==> src/rtl/rsilo_pkg.sv <==
// Package: shared widths and the stored-entry layout of the receive silo.
// Assumes the read word is a fixed 16 bits with an 8-bit character field.
package rsilo_pkg;
    localparam int CHAR_W = 8;
    localparam int TAG_W  = 2;
    localparam int WORD_W = 16;

    typedef struct packed {
        logic              ovr;
        logic              ferr;
        logic              perr;
        logic [TAG_W-1:0]  line;
        logic [CHAR_W-1:0] ch;
    } rsilo_entry_t;

    localparam int ENTRY_W = $bits(rsilo_entry_t);
endpackage

==> src/rtl/rsilo_pick.sv <==
// Module: fixed-priority line picker. Grants the lowest-numbered requesting
// line while enabled and reports its index. Assumes NLINES >= 1.
module rsilo_pick #(
    parameter int NLINES = 4,
    localparam int LW = (NLINES > 1) ? $clog2(NLINES) : 1
) (
    input  logic [NLINES-1:0] req,
    input  logic              en,
    output logic [NLINES-1:0] gnt,
    output logic [LW-1:0]     idx,
    output logic              any
);
    logic [NLINES:0] below;

    assign below[0] = 1'b0;

    generate
        for (genvar g = 0; g < NLINES; g++) begin : g_line
            // Grant a line when no lower line requests.
            assign below[g+1] = below[g] | req[g];
            assign gnt[g]     = en & req[g] & ~below[g];
        end
    endgenerate

    assign any = en & below[NLINES];

    // Encode the granted line number.
    always_comb begin
        idx = '0;
        for (int i = 0; i < NLINES; i++) begin
            if (gnt[i]) idx = LW'(i);
        end
    end
endmodule

==> src/rtl/rsilo_store.sv <==
// Module: circular entry store with head read-out. Writes are ignored when
// full and pops are ignored when empty. Assumes DEPTH is a power of two.
module rsilo_store #(
    parameter int DEPTH = 64,
    parameter int EW    = 13,
    localparam int AW   = $clog2(DEPTH)
) (
    input  logic          clk,
    input  logic          rst_n,
    input  logic          clear,
    input  logic          wr_en,
    input  logic [EW-1:0] wr_data,
    input  logic          rd_en,
    output logic [EW-1:0] head,
    output logic          empty,
    output logic          full
);
    localparam logic [AW:0] FULL_CNT = (AW+1)'(DEPTH);

    logic [EW-1:0] mem [DEPTH];
    logic [AW-1:0] wr_ptr, rd_ptr;
    logic [AW:0]   count;
    logic          do_wr, do_rd;

    assign full  = (count == FULL_CNT);
    assign empty = (count == '0);
    assign do_wr = wr_en & ~full;
    assign do_rd = rd_en & ~empty;
    assign head  = mem[rd_ptr];

    // Store the incoming entry at the tail.
    always_ff @(posedge clk) begin
        if (do_wr) mem[wr_ptr] <= wr_data;
    end

    // Advance pointers and occupancy.
    always_ff @(posedge clk) begin
        if (!rst_n || clear) begin
            wr_ptr <= '0;
            rd_ptr <= '0;
            count  <= '0;
        end else begin
            if (do_wr) wr_ptr <= wr_ptr + 1'b1;
            if (do_rd) rd_ptr <= rd_ptr + 1'b1;
            case ({do_wr, do_rd})
                2'b10:   count <= count + 1'b1;
                2'b01:   count <= count - 1'b1;
                default: count <= count;
            endcase
        end
    end
endmodule

==> src/rtl/rsilo_fmt.sv <==
// Module: builds the 16-bit host read word from the head entry. An absent
// entry reads as all zero.
module rsilo_fmt
    import rsilo_pkg::*;
(
    input  rsilo_entry_t      ent,
    input  logic              present,
    output logic [WORD_W-1:0] word
);
    // Place the fields and gate them with presence.
    always_comb begin
        word = '0;
        if (present) begin
            word[7:0]   = ent.ch;
            word[9:8]   = ent.line;
            word[11:10] = 2'b00;
            word[12]    = ent.perr;
            word[13]    = ent.ferr;
            word[14]    = ent.ovr;
            word[15]    = 1'b1;
        end
    end
endmodule

==> src/rtl/rx_silo.sv <==
// Module: multi-line receive silo top. Takes one character per cycle from
// NLINES receivers by fixed priority, tags it and queues it in a DEPTH
// entry store, and shows the oldest entry to the host. Assumes NLINES <= 4
// so the line number fits the 2-bit tag field.
module rx_silo
    import rsilo_pkg::*;
#(
    parameter int NLINES = 4,
    parameter int DEPTH  = 64,
    localparam int LW    = (NLINES > 1) ? $clog2(NLINES) : 1
) (
    input  logic                     clk,
    input  logic                     rst_n,
    input  logic                     clr,
    input  logic                     scan_en,
    input  logic                     rx_int_en,
    input  logic [NLINES-1:0]        ln_valid,
    input  logic [NLINES*CHAR_W-1:0] ln_char,
    input  logic [NLINES-1:0]        ln_perr,
    input  logic [NLINES-1:0]        ln_ferr,
    output logic [NLINES-1:0]        ln_ack,
    input  logic                     rd_pop,
    output logic [WORD_W-1:0]        rd_word,
    output logic                     rx_done,
    output logic                     rx_irq,
    output logic                     ovr_pend
);
    logic         take_en;
    logic         any;
    logic [LW-1:0] idx;
    logic         full, empty;
    logic         wr_en, drop;
    rsilo_entry_t new_ent, head_ent;

    assign take_en = scan_en & ~clr;

    rsilo_pick #(.NLINES(NLINES)) u_pick (
        .req (ln_valid),
        .en  (take_en),
        .gnt (ln_ack),
        .idx (idx),
        .any (any)
    );

    // Assemble the entry of the granted line.
    always_comb begin
        new_ent.ch   = ln_char[idx*CHAR_W +: CHAR_W];
        new_ent.line = TAG_W'(idx);
        new_ent.perr = ln_perr[idx];
        new_ent.ferr = ln_ferr[idx];
        new_ent.ovr  = ovr_pend;
    end

    assign wr_en = any & ~full;
    assign drop  = any & full;

    // Remember a lost character until the next entry carries the mark.
    always_ff @(posedge clk) begin
        if (!rst_n || clr)  ovr_pend <= 1'b0;
        else if (drop)      ovr_pend <= 1'b1;
        else if (wr_en)     ovr_pend <= 1'b0;
    end

    rsilo_store #(.DEPTH(DEPTH), .EW(ENTRY_W)) u_store (
        .clk     (clk),
        .rst_n   (rst_n),
        .clear   (clr),
        .wr_en   (wr_en),
        .wr_data (new_ent),
        .rd_en   (rd_pop & ~clr),
        .head    (head_ent),
        .empty   (empty),
        .full    (full)
    );

    rsilo_fmt u_fmt (
        .ent     (head_ent),
        .present (~empty),
        .word    (rd_word)
    );

    assign rx_done = ~empty;
    assign rx_irq  = rx_done & rx_int_en;
endmodule

==> config.mk <==
export PLATFORM = sky130hd
export DESIGN_NAME = rx_silo
export DESIGN_NICKNAME = d
export VERILOG_FILES = /design/src/rtl/rsilo_pkg.sv /design/src/rtl/rsilo_pick.sv /design/src/rtl/rsilo_store.sv /design/src/rtl/rsilo_fmt.sv /design/src/rtl/rx_silo.sv
export SDC_FILE = /design/constraint.sdc
export NUM_CORES = 1
export LEC_CHECK = 0
export BUFFER_PORTS_ARGS = -buffer_cell sky130_fd_sc_hd__clkbuf_2
export CORE_MARGIN = 2
export CORE_UTILIZATION = 45
export DETAILED_ROUTE_END_ITERATION = 8
export GPL_TIMING_DRIVEN = 0
export PLACE_DENSITY = 0.67
export SYNTH_ARGS = -nofsm -noshare
export SYNTH_HDL_FRONTEND = slang
export SYNTH_SLANG_ARGS = --single-unit
==> constraint.sdc <==
create_clock -name clk -period 12.2 [get_ports clk]
set_input_delay 2.44 -clock clk [delete_from_list [all_inputs] [get_ports clk]]
set_output_delay 2.44 -clock clk [all_outputs]
set_load 0.005 [all_outputs]
==> results.py, run 1 <==
metrics = {
    "clock_tree": {
        "worstSkewPairLatency_ns": 0.67,
        "cts.path.max_buffers": 3,
        "clockRootBuffer": "clkbuf_16",
        "post_cts_buffers": 0,
        "ctsResizeCount": 0,
        "htree_levels": 3,
        "clock-sinks": 858,
        "cts_buffers": 84,
        "cts_tree": "done",
        "holdBufCountCts": 0,
        "clkTransAtPathRegs_ns": 0.06,
    },
    "floorplan": {
        "io_pins": 73,
        "initial_core_util": 0.454,
        "num_rows": 100,
        "core_sq_mm": 0.0743,
        "die_h_microns": 278,
        "die_x_microns": 278,
        "die_area_sq_mm": 0.0771,
    },
    "critical_path": {
        "critPathSlowestCell": "buf_1",
        "start_kind": "flop",
        "crit_top_cell": "buf_2",
        "end_kind": "output port",
        "crit_type": "reg -> out",
        "crit_fanout": 10,
        "critPathMaxStageDelay_ns": 1.09,
        "arrival_ns": 4.31,
        "cp_num_buf_inv": 4,
        "cp_top_family": "buffers and inverters",
        "cp.required_ns": 9.76,
        "r2r_start": "u_store.count[4]",
        "path_cells": "buf_2, buf_2, buf_1, mux4_2, mux2i_1, a22oi_1, nand2_1, o22ai_1, clkbuf_2",
    },
    "sta": {
        "max_slew.worst_pin.slew_ns": 1.42,
        "fmax_mhz": 148,
        "layout_min_cycle_time_ns": 6.75,
        "maxSlewViolCount": 0,
        "finalHoldViolations": 0,
        "setup_viol": 0,
        "rsz0062_at_grt": "no",
        "finalCritPeriodShare": 0.553,
        "clock_skew_ns": 0.0336,
        "tns_ns": 0,
        "slew_headroom": 0.0539,
    },
    "synth": {
        "synth_edf_count": 832,
        "postSynthCellCount": 1629,
        "yosys.area.top_type": "edfxtp_1",
        "synth-seq-area-share": 0.757,
        "syn_area_sq_mm": 0.0337,
        "synth.area.top_cells": "edfxtp_1 (74%), mux4_2 (14%), mux2i_1 (3.2%)",
        "synth_seq_cells": 858,
        "async_flop_share": 0,
        "synth_common_cells": "edfxtp_1 (832), mux4_2 (208), mux2i_1 (107), nor2_1 (93), nand2_1 (68)",
        "synth_top_area_share": 0.741,
        "synth.avg_cell_area_sq_um": 20.7,
        "yosysMostFrequentCell": "edfxtp_1",
        "synth_ff_type": "edfxtp_1",
        "synth_cell_types": 60,
        "yosys_warnings": 0,
    },
    "pwr": {
        "clkPwrFrac": 0.426,
        "switching_share": 0.206,
        "power_w": 0.00595,
        "internal-power_w": 0.00472,
        "power_density_mw_per_mm2": 154,
        "p_seq_frac": 0.546,
        "vdd_ir_drop_max_mv": 0.0989,
        "p_comb_frac": 0.028,
        "p_sw_w": 0.00123,
        "power_leakage_nw": 11.9,
    },
    "grt": {
        "grt_antenna_before_repair": 0,
        "track_usage": 0.242,
        "grt_pass1_vias": 17200,
        "grt_max_degree": 74,
        "gr-total-overflow": 0,
        "grt_pass1_wl_microns": 129000,
    },
    "final_layout": {
        "final_nets": 1869,
        "fill_cells": 5779,
        "drive_gt1_frac": 0.275,
        "final_area_sq_mm": 0.0388,
        "syn_to_final_growth_pct": 15.0,
        "finish.utilization": 0.521,
    },
    "detailed_routing": {
        "vias": 17700,
        "drt_first_iter_violations": 2389,
        "vias_per_cell": 6.18,
        "wl_per_cell_microns": 32.4,
        "drc": 0,
        "ant_nets": 0,
        "wl_microns": 92600,
        "dr.pass1.iters": 7,
    },
    "job": {
        "maxCapViolCount": 0,
    },
    "run_status": {
        "outcome": "completed",
    },
    "place": {
        "dpl.hpwl_microns": 59700,
        "port_buffers": 70,
        "post_dp_cell_area_sq_mm": 0.0359,
        "gp_congestion": 0.981,
    },
    "hold_path": {
        "hold_class": "reg -> reg",
        "hold_start": "u_store.rd_ptr[5]",
    },
}
==> power groups by stage <==
stage / Combinational, W / Sequential [W] / Clock (W)
6_report: 0.000166 / 0.00325 / 0.00253
5_1_grt: 0.000175 / 0.00325 / 0.00267
4_1_cts: 0.000165 / 0.00325 / 0.00256
3_5_place_dp: 0.000165 / 0.00331 / 0
3_3_place_gp: 0.000121 / 0.00334 / 0
2_1_floorplan: 0.0000617 / 0.00332 / 0
==> worst reg2reg max path: cells and delay by family (launching register included) <==
kind | cells | cell delay, ns
simple gates | 5 | 2.60
compound gates | 1 | 0.38
buf+inv | 2 | 0.31
flops | 1 | 0.30
==> layout by cell type (no fill, tap or decap), types with 3 or more instances in the layout <==
cell,count
edfxtp_1,832
mux4_2,208
mux2i_1,107
clkbuf_16,84
clkbuf_2,71
nand2_1,68
nor2_1,67
clkbuf_1,58
a22oi_1,52
buf_2,30
nor2_2,26
dfxtp_1,25
o22ai_1,24
clkinv_2,24
buf_1,18
clkinv_1,11
buf_16,11
a31oi_4,10
nand3_1,10
buf_12,9
buf_4,8
buf_6,7
nor3_1,7
inv_1,7
xor2_1,7
o21ai_0,6
bufinv_16,6
nand2b_1,5
and2_1,5
nor2b_1,5
xnor2_1,5
nand3b_1,4
a21oi_1,4
ha_1,4
or3_1,3
and3_1,3
nand4_1,3
clkinv_8,3
inv_6,3
clkbuf_8,3
==> path summary, 6_finish.rpt <==
| path | end | slack, ns | cells after the start |
|---|---|---|---|
| max | rd_word[12] | 5.45 | 9 |
| min | u_store.rd_ptr[5] | 0.51 | 2 |
| max reg2reg | u_store.mem[1][12] | 8.20 | 8 |
| min reg2reg | u_store.rd_ptr[5] | 0.51 | 2 |
==> logic make-up (layout without fill, tap and decap cells) <==
| group | count (synthesis) | after routing | synth area share |
|---|---|---|---|
| flops | 858 | 858 | 0.757 |
| mux | 315 | 315 | 0.171 |
| simple gates | 218 | 218 | 0.0293 |
| compound gates | 116 | 116 | 0.0248 |
| buf+inv | 105 | 360 | 0.0139 |
| xor+xnor | 12 | 12 | 0.00312 |
| fa+ha+maj | 4 | 4 | 0.00148 |
| other cells | 1 | 3 | 0.000111 |
==> stage by stage <==
| stage | cells | hold slack [ns] | setup WS, ns |
|---|---|---|---|
| 2_1_floorplan | 1630 | 0.480 | 5.34 |
| 3_5_place_dp | 2690 | 0.512 | 5.93 |
| 3_3_place_gp | 2669 | 0.501 | 0.816 |
| 4_1_cts | 2846 | 0.522 | 5.50 |
| 6_report | 2855 | 0.513 | 5.45 |
| 5_1_grt | 2854 | 0.547 | 5.33 |
==> state kept, by name, summed over array words and instances (netlist names), named ones only <==
name,flops
u_store.wr_ptr,6
u_store.count,7
u_store.rd_ptr,6
ovr_pend,1
u_store.mem,832
==> area by class of cell <==
type / instances / area (sq um) / share of cell area
Sequential cell: 858 / 25500 / 0.658
Timing Repair Buffer: 99 / 922 / 0.0238
Clock buffer: 105 / 2200 / 0.0568
Tap cell: 969 / 1210 / 0.0313
Antenna cell: 1 / 2.50 / 0.0000646
Buffer: 97 / 448 / 0.0116
Clock inverter: 51 / 473 / 0.0122
Inverter: 8 / 30.0 / 0.000775
Multi-Input combinational cell: 667 / 7960 / 0.205
==> metal layers <==
| metal | GRT usage | part of all wire | up-vias |
|---|---|---|---|
| met2 | 0.360 | 0.45 | 1036 |
| met1 | 0.340 | 0.40 | 9285 |
| met3 | 0.0634 | 0.11 | 180 |
| met5 | 0 | 0 | - |
| li1 | - | - | 7153 |
| met4 | 0.104 | 0.043 | 0 |
Note: power is estimated with default switching activity, not from simulation.
==> inputs of run 2 (changes only) <==
--- a/config.mk
+++ b/config.mk
@@ -5,12 +5,13 @@
 export SDC_FILE = /design/constraint.sdc
 export NUM_CORES = 1
 export LEC_CHECK = 0
+export ABC_AREA = 1
 export BUFFER_PORTS_ARGS = -buffer_cell sky130_fd_sc_hd__clkbuf_2
 export CORE_MARGIN = 2
 export CORE_UTILIZATION = 45
 export DETAILED_ROUTE_END_ITERATION = 8
 export GPL_TIMING_DRIVEN = 0
-export PLACE_DENSITY = 0.67
+export PLACE_DENSITY = 0.7
 export SYNTH_ARGS = -nofsm -noshare
 export SYNTH_HDL_FRONTEND = slang
 export SYNTH_SLANG_ARGS = --single-unit
==> constraint.sdc (replaced) <==
create_clock -name clk -period 5.7 [get_ports clk]
set_input_delay 1.14 -clock clk [delete_from_list [all_inputs] [get_ports clk]]
set_output_delay 1.14 -clock clk [all_outputs]
set_load 0.005 [all_outputs]
==> run 2 against run 1 <==
Against the previous run: combinational power increased to 5.3 times the previous value; via count increased by 41%; die area increased by 2.7%; register-to-register slack got worse by 5.5 ns; clock power increased by 120%; final cell count increased by 42%; largest power group unchanged; critical endpoint unchanged.
==> results.py, run 2 <==
metrics = {
    "sta": {
        "clock_skew_ns": 0.0244,
        "finalHoldViolations": 0,
        "finalCritPeriodShare": 0.886,
        "max_slew.worst_pin.slew_ns": 1.09,
        "tns_ns": 0,
        "fmax_mhz": 198,
        "rsz0062_at_grt": "no",
        "layout_min_cycle_time_ns": 5.05,
        "hold_slack_ns": 0.527,
        "setup_viol": 0,
        "slew_headroom": 0.276,
        "maxSlewViolCount": 0,
    },
    "synth": {
        "async_flop_share": 0,
        "synth-seq-area-share": 0.736,
        "synth_common_cells": "edfxtp_1 (832), nor2_1 (576), o21ai_0 (399), nand3_1 (209), nand2_1 (133)",
        "yosys.area.top_type": "edfxtp_1",
        "syn_area_sq_mm": 0.0346,
        "synth.avg_cell_area_sq_um": 12.7,
        "synth_seq_cells": 858,
        "yosysMostFrequentCell": "edfxtp_1",
        "synth_ff_type": "edfxtp_1",
        "synth.area.top_cells": "edfxtp_1 (72%), nor2_1 (6.2%), o21ai_0 (5.8%)",
        "synth_edf_count": 832,
        "synth_top_area_share": 0.721,
        "postSynthCellCount": 2730,
        "yosys_warnings": 0,
        "synth_cell_types": 36,
    },
    "run_status": {
        "outcome": "completed",
    },
    "final_layout": {
        "multi_input_area_sq_mm": 0.00832,
        "final_cell_mix": "edfxtp_1 (832), nor2_1 (517), o21ai_0 (399)",
        "drive_gt1_frac": 0.149,
        "final_common_cell": "edfxtp_1",
        "reg_top3": "u_store.mem (832), u_store.count (7)",
        "top_register": "u_store.mem",
        "fill_cells": 6217,
        "stdcell_count": 4059,
        "syn_to_final_growth_pct": 17.4,
        "antenna_cells": 0,
        "largest_reg_flops": 832,
        "final_nets": 3012,
        "regArea_sq_mm": 0.0255,
    },
    "pwr": {
        "vdd_ir_drop_max_mv": 0.242,
        "power_leakage_nw": 13.4,
        "power_density_mw_per_mm2": 333,
    },
    "place": {
        "gp_congestion": 0.998,
        "port_buffers": 70,
        "dp_cells": 3900,
        "dpl.hpwl_microns": 79500,
    },
    "critical_path": {
        "cp_num_buf_inv": 3,
        "crit_fanout": 10,
        "cp_top_family": "buffers and inverters",
        "critPathSlowestCell": "clkbuf_1",
        "r2r_cells": 6,
        "end_kind": "output port",
        "cp.required_ns": 4.56,
        "start_kind": "flop",
        "crit_type": "reg -> out",
        "cp.depth": 8,
        "critPathMaxStageDelay_ns": 0.82,
        "arrival_ns": 3.91,
        "crit_top_cell": "nand3_1",
        "path_cells": "clkbuf_1, clkbuf_1, o211ai_1, nand3_1, nand3_1, nand3_1, a21oi_1, clkbuf_2",
    },
    "clock_tree": {
        "htree_levels": 3,
        "cts_buffers": 86,
        "post_cts_buffers": 0,
        "worstSkewPairLatency_ns": 0.67,
        "clockRootBuffer": "clkbuf_16",
        "ctsResizeCount": 0,
        "holdBufCountCts": 0,
        "clkTransAtPathRegs_ns": 0.06,
        "cts.path.max_buffers": 3,
        "clock-sinks": 858,
        "cts_tree": "done",
    },
    "detailed_routing": {
        "wl_per_cell_microns": 28.3,
        "wl_met2_microns": 49600,
        "vias": 24900,
        "ant_nets": 0,
        "vias_per_cell": 6.13,
        "wl_microns": 115000,
        "drt_first_iter_violations": 4367,
        "top_layer": "met5",
        "dr_wl_met3_microns": 17300,
        "dr.pass1.iters": 6,
        "drc": 0,
        "wl_met1_microns": 41900,
    },
    "floorplan": {
        "die_h_microns": 281,
        "io_pins": 73,
        "core_sq_mm": 0.0761,
        "die_area_sq_mm": 0.0792,
        "die_x_microns": 281,
        "initial_core_util": 0.455,
        "num_rows": 101,
    },
    "grt": {
        "track_usage": 0.290,
        "grt_max_degree": 74,
        "grt_pass1_vias": 23100,
        "gr-total-overflow": 0,
        "grt_antenna_before_repair": 2,
        "grt_pass1_wl_microns": 161000,
    },
    "job": {
        "maxCapViolCount": 0,
    },
    "hold_path": {
        "worstHoldPathCells": 2,
        "hold_class": "reg -> reg",
    },
}
==> run 2: through the flow <==
stage / total power, W / utilization / setup WS [ns] / area [sq um]
after floorplan: 0.00754 / - / 0.823 / 34600
after global placement: 0.00792 / 0.477 / -3.20 / 36300
after detailed placement: 0.00797 / 0.498 / 1.40 / 37900
after CTS: 0.0135 / 0.534 / 0.892 / 40600
after global routing: 0.0138 / 0.534 / 0.719 / 40700
final: 0.0135 / 0.534 / 0.650 / 40700
==> run 2: layout make-up <==
| cell class | instances | area share |
|---|---|---|
| inverter | 49 | 0.00452 |
| tap | 1030 | 0.0317 |
| buffer | 192 | 0.0229 |
| clock buffer | 102 | 0.0547 |
| sequential | 858 | 0.627 |
| multi-input combinational | 1632 | 0.205 |
| clock inverter | 57 | 0.0139 |
| timing repair buffer | 139 | 0.0401 |
==> run 2: cell families (layout without fill, tap and decap cells) <==
kind of cell | after synthesis | after routing | share of synthesized area
xor+xnor | 6 | 6 | 0.00152
fa+ha+maj | 4 | 4 | 0.00145
flops | 858 | 858 | 0.736
compound gates | 670 | 670 | 0.115
buf+inv | 241 | 539 | 0.0320
simple gates | 950 | 950 | 0.113
other cells | 1 | 2 | 0.000108
==> run 2: report_power, final <==
| part | switching (W) | internal (W) | leakage, nW |
|---|---|---|---|
| registers | 0.0000161 | 0.00698 | 7.58 |
| clock network | 0.00241 | 0.00325 | 1.36 |
| logic | 0.000647 | 0.000239 | 4.43 |
==> run 2: path summary, 6_finish.rpt <==
check / to / from / slack, ns
hold reg to reg: u_store.rd_ptr[4] / u_store.rd_ptr[4] / 0.53
setup reg to reg: u_store.mem[52][5] / u_store.count[5] / 2.72
setup / recovery: rd_word[12] / flop / 0.65
hold / removal: u_store.rd_ptr[4] / u_store.rd_ptr[4] / 0.53
==> run 2: worst reg2reg max path, cell delays in order (launching register included) <==
cell	delay [ns]
dfxtp_1	0.39
nor2_1	0.09
nand4_1	0.12
nand2_2	0.16
inv_2	0.22
nand4_1	0.58
nor2_2	1.04
==> run 2: metal layers <==
| layer | GRT usage | up-vias |
|---|---|---|
| met2 | 0.433 | 1950 |
| met5 | 0 | - |
| met4 | 0.132 | 2 |
| li1 | - | 10600 |
| met3 | 0.0883 | 313 |
| met1 | 0.392 | 12000 |
